==> src/rtl/i2c_rd_pkg.sv <==
package i2c_rd_pkg;
  localparam int unsigned BYTE_W = 8;

  typedef enum logic [2:0] {
    ST_IDLE,
    ST_ADDR,
    ST_ADDR_ACK,
    ST_WADDR,
    ST_WADDR_ACK,
    ST_TX,
    ST_TX_ACK,
    ST_IGNORE
  } rd_state_e;
endpackage

==> src/rtl/i2c_rd_bus_mon.sv <==
module i2c_rd_bus_mon #(
  parameter int unsigned SYNC_STG = 2
) (
  input  logic clk_i,
  input  logic rst_ni,
  input  logic scl_i,
  input  logic sda_i,
  output logic scl_o,
  output logic sda_o,
  output logic start_o,
  output logic stop_o,
  output logic rise_o,
  output logic fall_o
);
  logic scl_s, sda_s, scl_q, sda_q;

  generate
    if (SYNC_STG == 0) begin : g_nosync
      assign scl_s = scl_i;
      assign sda_s = sda_i;
    end else begin : g_sync
      logic [SYNC_STG-1:0] scl_sr, sda_sr;
      always_ff @(posedge clk_i or negedge rst_ni) begin
        if (!rst_ni) begin
          scl_sr <= '1;
          sda_sr <= '1;
        end else begin
          scl_sr[0] <= scl_i;
          sda_sr[0] <= sda_i;
          for (int i = 1; i < int'(SYNC_STG); i++) begin
            scl_sr[i] <= scl_sr[i-1];
            sda_sr[i] <= sda_sr[i-1];
          end
        end
      end
      assign scl_s = scl_sr[SYNC_STG-1];
      assign sda_s = sda_sr[SYNC_STG-1];
    end
  endgenerate

  always_ff @(posedge clk_i or negedge rst_ni) begin
    if (!rst_ni) begin
      scl_q <= 1'b1;
      sda_q <= 1'b1;
    end else begin
      scl_q <= scl_s;
      sda_q <= sda_s;
    end
  end

  assign scl_o   = scl_s;
  assign sda_o   = sda_s;
  assign start_o = scl_s & scl_q & sda_q & ~sda_s;
  assign stop_o  = scl_s & scl_q & ~sda_q & sda_s;
  assign rise_o  = scl_s & ~scl_q;
  assign fall_o  = ~scl_s & scl_q;
endmodule

==> src/rtl/i2c_rd_array.sv <==
module i2c_rd_array #(
  parameter int unsigned AW = 8,
  parameter int unsigned DW = 8
) (
  input  logic          clk_i,
  input  logic          we_i,
  input  logic [AW-1:0] waddr_i,
  input  logic [DW-1:0] wdata_i,
  input  logic [AW-1:0] raddr_i,
  output logic [DW-1:0] rdata_o
);
  localparam int unsigned DEPTH = 1 << AW;

  logic [DW-1:0] mem_q [DEPTH];

  always_ff @(posedge clk_i) begin
    if (we_i) mem_q[waddr_i] <= wdata_i;
  end

  assign rdata_o = mem_q[raddr_i];
endmodule

==> src/rtl/i2c_rd_ctrl.sv <==
module i2c_rd_ctrl
  import i2c_rd_pkg::*;
#(
  parameter int unsigned AW       = 8,
  parameter logic [6:0]  DEV_ADDR = 7'h52
) (
  input  logic              clk_i,
  input  logic              rst_ni,
  input  logic              sda_i,
  input  logic              start_i,
  input  logic              stop_i,
  input  logic              rise_i,
  input  logic              fall_i,
  input  logic [BYTE_W-1:0] rdata_i,
  output logic [AW-1:0]     ptr_o,
  output logic              sda_oe_o,
  output logic              ptr_inc_o,
  output logic              ptr_load_o,
  output rd_state_e         state_o
);
  localparam int unsigned CNT_W = $clog2(BYTE_W + 1);
  localparam logic [CNT_W-1:0] CNT_FULL = CNT_W'(BYTE_W);
  localparam logic [CNT_W-1:0] CNT_LAST = CNT_W'(BYTE_W - 1);

  rd_state_e         state_q;
  logic [CNT_W-1:0]  cnt_q;
  logic [BYTE_W-1:0] sh_q;
  logic              rw_q, mack_q;
  logic [AW-1:0]     ptr_q;
  logic              bus_evt, byte_rx;

  assign bus_evt    = start_i | stop_i;
  assign byte_rx    = fall_i && (cnt_q == CNT_FULL);
  assign ptr_inc_o  = !bus_evt && (state_q == ST_TX_ACK) && rise_i;
  // word address taken only from a complete byte
  assign ptr_load_o = !bus_evt && (state_q == ST_WADDR) && byte_rx;

  always_ff @(posedge clk_i or negedge rst_ni) begin
    if (!rst_ni) begin
      state_q <= ST_IDLE;
      cnt_q   <= '0;
      sh_q    <= '0;
      rw_q    <= 1'b0;
      mack_q  <= 1'b0;
      ptr_q   <= '0;
    end else if (start_i) begin
      state_q <= ST_ADDR;
      cnt_q   <= '0;
    end else if (stop_i) begin
      state_q <= ST_IDLE;
    end else begin
      unique case (state_q)
        ST_ADDR, ST_WADDR: begin
          if (rise_i && cnt_q != CNT_FULL) begin
            sh_q  <= {sh_q[BYTE_W-2:0], sda_i};
            cnt_q <= cnt_q + 1'b1;
          end else if (byte_rx) begin
            if (state_q == ST_ADDR) begin
              if (sh_q[7:1] == DEV_ADDR) begin
                state_q <= ST_ADDR_ACK;
                rw_q    <= sh_q[0];
              end else begin
                state_q <= ST_IGNORE;
              end
            end else begin
              ptr_q   <= sh_q[AW-1:0];
              state_q <= ST_WADDR_ACK;
            end
          end
        end
        ST_ADDR_ACK: begin
          if (fall_i) begin
            cnt_q <= '0;
            if (rw_q) begin
              sh_q    <= rdata_i;
              state_q <= ST_TX;
            end else begin
              state_q <= ST_WADDR;
            end
          end
        end
        ST_WADDR_ACK: begin
          // further write bytes are not acknowledged
          if (fall_i) state_q <= ST_IGNORE;
        end
        ST_TX: begin
          if (fall_i) begin
            if (cnt_q == CNT_LAST) begin
              state_q <= ST_TX_ACK;
            end else begin
              cnt_q <= cnt_q + 1'b1;
              sh_q  <= {sh_q[BYTE_W-2:0], 1'b0};
            end
          end
        end
        ST_TX_ACK: begin
          if (rise_i) begin
            mack_q <= ~sda_i;
            ptr_q  <= ptr_q + 1'b1;
          end else if (fall_i) begin
            if (mack_q) begin
              sh_q    <= rdata_i;
              cnt_q   <= '0;
              state_q <= ST_TX;
            end else begin
              state_q <= ST_IDLE;
            end
          end
        end
        default: ;
      endcase
    end
  end

  assign sda_oe_o = (state_q == ST_ADDR_ACK) || (state_q == ST_WADDR_ACK) ||
                    (state_q == ST_TX && !sh_q[BYTE_W-1]);
  assign ptr_o    = ptr_q;
  assign state_o  = state_q;
endmodule

==> src/rtl/i2c_reg_reader.sv <==
module i2c_reg_reader
  import i2c_rd_pkg::*;
#(
  parameter int unsigned AW       = 8,
  parameter logic [6:0]  DEV_ADDR = 7'h52,
  parameter int unsigned SYNC_STG = 2
) (
  input  logic              clk_i,
  input  logic              rst_ni,
  input  logic              scl_i,
  input  logic              sda_i,
  output logic              sda_oe_o,
  input  logic              pre_we_i,
  input  logic [AW-1:0]     pre_addr_i,
  input  logic [BYTE_W-1:0] pre_data_i
);
  logic              scl_s, sda_s, start_evt, stop_evt, scl_rise, scl_fall;
  logic [AW-1:0]     ptr;
  logic [BYTE_W-1:0] rdata;
  logic              ptr_inc, ptr_load;
  rd_state_e         state;

  i2c_rd_bus_mon #(.SYNC_STG(SYNC_STG)) u_mon (
    .clk_i  (clk_i),
    .rst_ni (rst_ni),
    .scl_i  (scl_i),
    .sda_i  (sda_i),
    .scl_o  (scl_s),
    .sda_o  (sda_s),
    .start_o(start_evt),
    .stop_o (stop_evt),
    .rise_o (scl_rise),
    .fall_o (scl_fall)
  );

  i2c_rd_array #(.AW(AW), .DW(BYTE_W)) u_arr (
    .clk_i  (clk_i),
    .we_i   (pre_we_i),
    .waddr_i(pre_addr_i),
    .wdata_i(pre_data_i),
    .raddr_i(ptr),
    .rdata_o(rdata)
  );

  i2c_rd_ctrl #(.AW(AW), .DEV_ADDR(DEV_ADDR)) u_ctrl (
    .clk_i     (clk_i),
    .rst_ni    (rst_ni),
    .sda_i     (sda_s),
    .start_i   (start_evt),
    .stop_i    (stop_evt),
    .rise_i    (scl_rise),
    .fall_i    (scl_fall),
    .rdata_i   (rdata),
    .ptr_o     (ptr),
    .sda_oe_o  (sda_oe_o),
    .ptr_inc_o (ptr_inc),
    .ptr_load_o(ptr_load),
    .state_o   (state)
  );

  logic unused_scl;
  assign unused_scl = scl_s;
endmodule

==> config.mk <==
export PLATFORM = sky130hd
export DESIGN_NAME = i2c_reg_reader
export DESIGN_NICKNAME = d
export VERILOG_FILES = /design/src/rtl/i2c_rd_pkg.sv /design/src/rtl/i2c_rd_bus_mon.sv /design/src/rtl/i2c_rd_array.sv /design/src/rtl/i2c_rd_ctrl.sv /design/src/rtl/i2c_reg_reader.sv
export SDC_FILE = /design/constraint.sdc
export NUM_CORES = 2
export LEC_CHECK = 0
export BUFFER_PORTS_ARGS = -buffer_cell sky130_fd_sc_hd__buf_2
export CORE_MARGIN = 1.5
export CORE_UTILIZATION = 60
export DETAILED_ROUTE_END_ITERATION = 10
export PLACE_DENSITY = 0.76
export SLEW_MARGIN = 20
export SYNTH_ARGS = -nofsm -noshare
export SYNTH_HDL_FRONTEND = slang
export SYNTH_HIERARCHICAL = 1
export SYNTH_SLANG_ARGS = --single-unit
==> constraint.sdc <==
create_clock -name clk_i -period 4.5 [get_ports clk_i]
set_input_delay 0.9 -clock clk_i [delete_from_list [all_inputs] [get_ports clk_i]]
set_output_delay 0.9 -clock clk_i [all_outputs]
set_load 0.02 [all_outputs]
==> flow_metrics.py <==
metrics = {
    "cts": {
        "root_buffer": "clkbuf_16",
        "clkLatencyLatePin_ns": 0.84,
        "ctsHtreeMaxLevel": 4,
        "cts_resized": 0,
        "ctsHoldBuffers": 0,
        "cts_setup_buffers": 0,
        "clk_pin_slew_ns": 0.06,
        "cts_sinks": 2079,
        "cts_tree": "built",
        "cts_made_buffers": 197,
        "clockBufferDepth": 3,
    },
    "drt": {
        "viasPerCell": 6.90,
        "route.detailed.drc": 0,
        "drt_first_pass_iters": 6,
        "wl_per_cell_um": 32.3,
        "vias": 41734,
        "routed_wl_um": 196000,
        "drtIter0Drc": 6285,
        "ant_nets": 0,
    },
    "sta": {
        "setup-violations-final": 0,
        "hold_violations": 0,
        "clock.fmax_ghz": 0.240,
        "timing.hold.ws_ns": 0.174,
        "setup-tns-final_ns": 0,
        "fin_crit_ns": 4.16,
        "slew_headroom_pct": 25.6,
        "rsz0062_at_grt": "no",
        "tightest_slew_ns": 1.11,
        "fin_crit_sh_pct": 92.5,
        "drv_slew": 0,
        "clock_skew_ns": 0.0639,
    },
    "global_route": {
        "grt_first_pass_wirelength_um": 285000,
        "track_usage_pct": 29.0,
        "grt_max_degree": 132,
        "grt_pass1_vias": 41292,
        "grt_antenna_before_repair": 8,
        "grt-ovfl-total": 0,
    },
    "pwr": {
        "leakage_nw": 27.2,
        "max-vdd-ir-drop_mv": 0.395,
        "p_per_area_mw_per_mm2": 421,
    },
    "worst_setup_path": {
        "critical_path_class": "reg2reg",
        "end_kind": "register",
        "critical_path_arrival_ns": 4.88,
        "worstPathRequired_ns": 5.22,
        "worstPathMaxFanout": 21,
        "startpoint_type": "register",
    },
    "yosys": {
        "synth_cells": 3925,
        "ys_warn_count": 6,
        "syn_avg_cell_area_um2": 20.7,
        "synth_area_mm2": 0.0813,
        "synth_nets": 3949,
    },
    "floorplanning": {
        "core_area_mm2": 0.134,
        "die_h_um": 371,
        "pin_count": 22,
        "die_area_mm2": 0.138,
        "rows": 134,
        "start_util_pct": 60.7,
        "die_x_um": 371,
    },
    "hold_path": {
        "hold_path.class": "in2reg",
    },
    "placement": {
        "dp_hpwl_um": 118000,
        "numPortBuffers": 21,
        "postPlaceCellArea_mm2": 0.0842,
        "routabilityCongestion": 0.909,
    },
    "flow_run": {
        "drv_cap": 0,
    },
    "final_layout": {
        "final_nets": 4139,
        "drive_gt1_share_pct": 23.5,
        "design_area_mm2": 0.0904,
        "syn2layout_area_growth_pct": 11.2,
    },
    "outcome": {
        "outcome": "finished clean",
    },
}
flip-flops by register name, summed over array words and instances, names as in the netlist:
signal	flops
u_ctrl/ptr_o	8
u_ctrl/state_o	3
u_mon/scl_q	1
u_ctrl/sh_q	8
u_arr/mem_q	2048
u_ctrl/mack_q	1
u_mon/sda_q	1
u_ctrl/rw_q	1
u_mon/g_sync.sda_sr	2
u_mon/g_sync.scl_sr	2
u_ctrl/cnt_q	4
through the flow:
stage	std cells	setup WS [ns]	utilization, %	power [mW]
2_1_floorplan	3925	1.72	-	22.1
3_3_place_gp	5684	0.551	62.9	22.5
3_5_place_dp	5684	0.617	62.9	22.6
4_1_cts	6045	0.486	67.5	38.1
5_1_grt	6046	0.247	67.5	39.0
6_report	6049	0.336	67.5	38.0
worst paths after layout:
kind	startpoint	to	slack (ns)	depth (start not counted)
max	u_ctrl/ptr_o[0]$_DFFE_PN0P_	u_ctrl/sh_q[7]$_DFFE_PN0P_	0.34	10
min	scl_i	u_mon/g_sync.scl_sr[0]$_DFF_PN1_	0.17	1
max reg2reg	u_ctrl/ptr_o[0]$_DFFE_PN0P_	u_ctrl/sh_q[7]$_DFFE_PN0P_	0.34	10
min reg2reg	u_mon/g_sync.sda_sr[0]$_DFF_PN1_	u_mon/g_sync.sda_sr[1]$_DFF_PN1_	0.36	0
max in group asynchronous	rst_ni	u_mon/sda_q$_DFF_PN1_	3.87	2
min in group asynchronous	rst_ni	u_mon/g_sync.scl_sr[0]$_DFF_PN1_	0.19	1
power by group:
| part | total, mW | switching [mW] | internal [mW] |
|---|---|---|---|
| Clock | 15.8 | 7.01 | 8.82 |
| Sequential | 21.4 | 0.0852 | 21.4 |
| Combinational | 0.737 | 0.560 | 0.177 |
| Total | 38.0 | 7.66 | 30.3 |
cells in the final DEF (no fill, tap or decap), types with 34 or more instances in the layout:
master	count
mux4_2	454
nand2_1	68
buf_4	182
nor2_1	287
edfxtp_1	2048
clkbuf_1	48
o221ai_1	46
mux2i_1	135
clkinv_2	34
a22oi_1	133
a21oi_1	102
nand3_1	45
clkbuf_16	201
clkinv_1	48
cell type report:
class | instances | area [um2]
Timing Repair Buffer | 235 | 2180
Multi-Input combinational cell | 1591 | 17500
Fill cell | 8010 | 43600
Tap cell | 1768 | 2210
Antenna cell | 4 | 10.0
Inverter | 11 | 41.3
Clock buffer | 251 | 5240
Sequential cell | 2079 | 62300
Clock inverter | 110 | 908
critical path, stage by stage (launching register included):
cell     delay, ns
dfrtp_4       0.67
buf_12        0.28
buf_4         0.41
mux4_2        0.59
a22oi_1       0.44
a21oi_1       0.13
nor4_1        0.95
nor4_1        0.16
nand2_1       0.11
nand2_1       0.05
mux2_2        0.25
per-layer routing:
metal	up-vias	GRT usage [%]	part of all wire (%)
met4	4	10.6	3.8
li1	16784	-	-
met2	2866	44.4	47
met5	-	0	0.012
met1	21618	41.6	37
met3	462	6.44	12
Note: power is estimated with default switching activity, not from simulation.
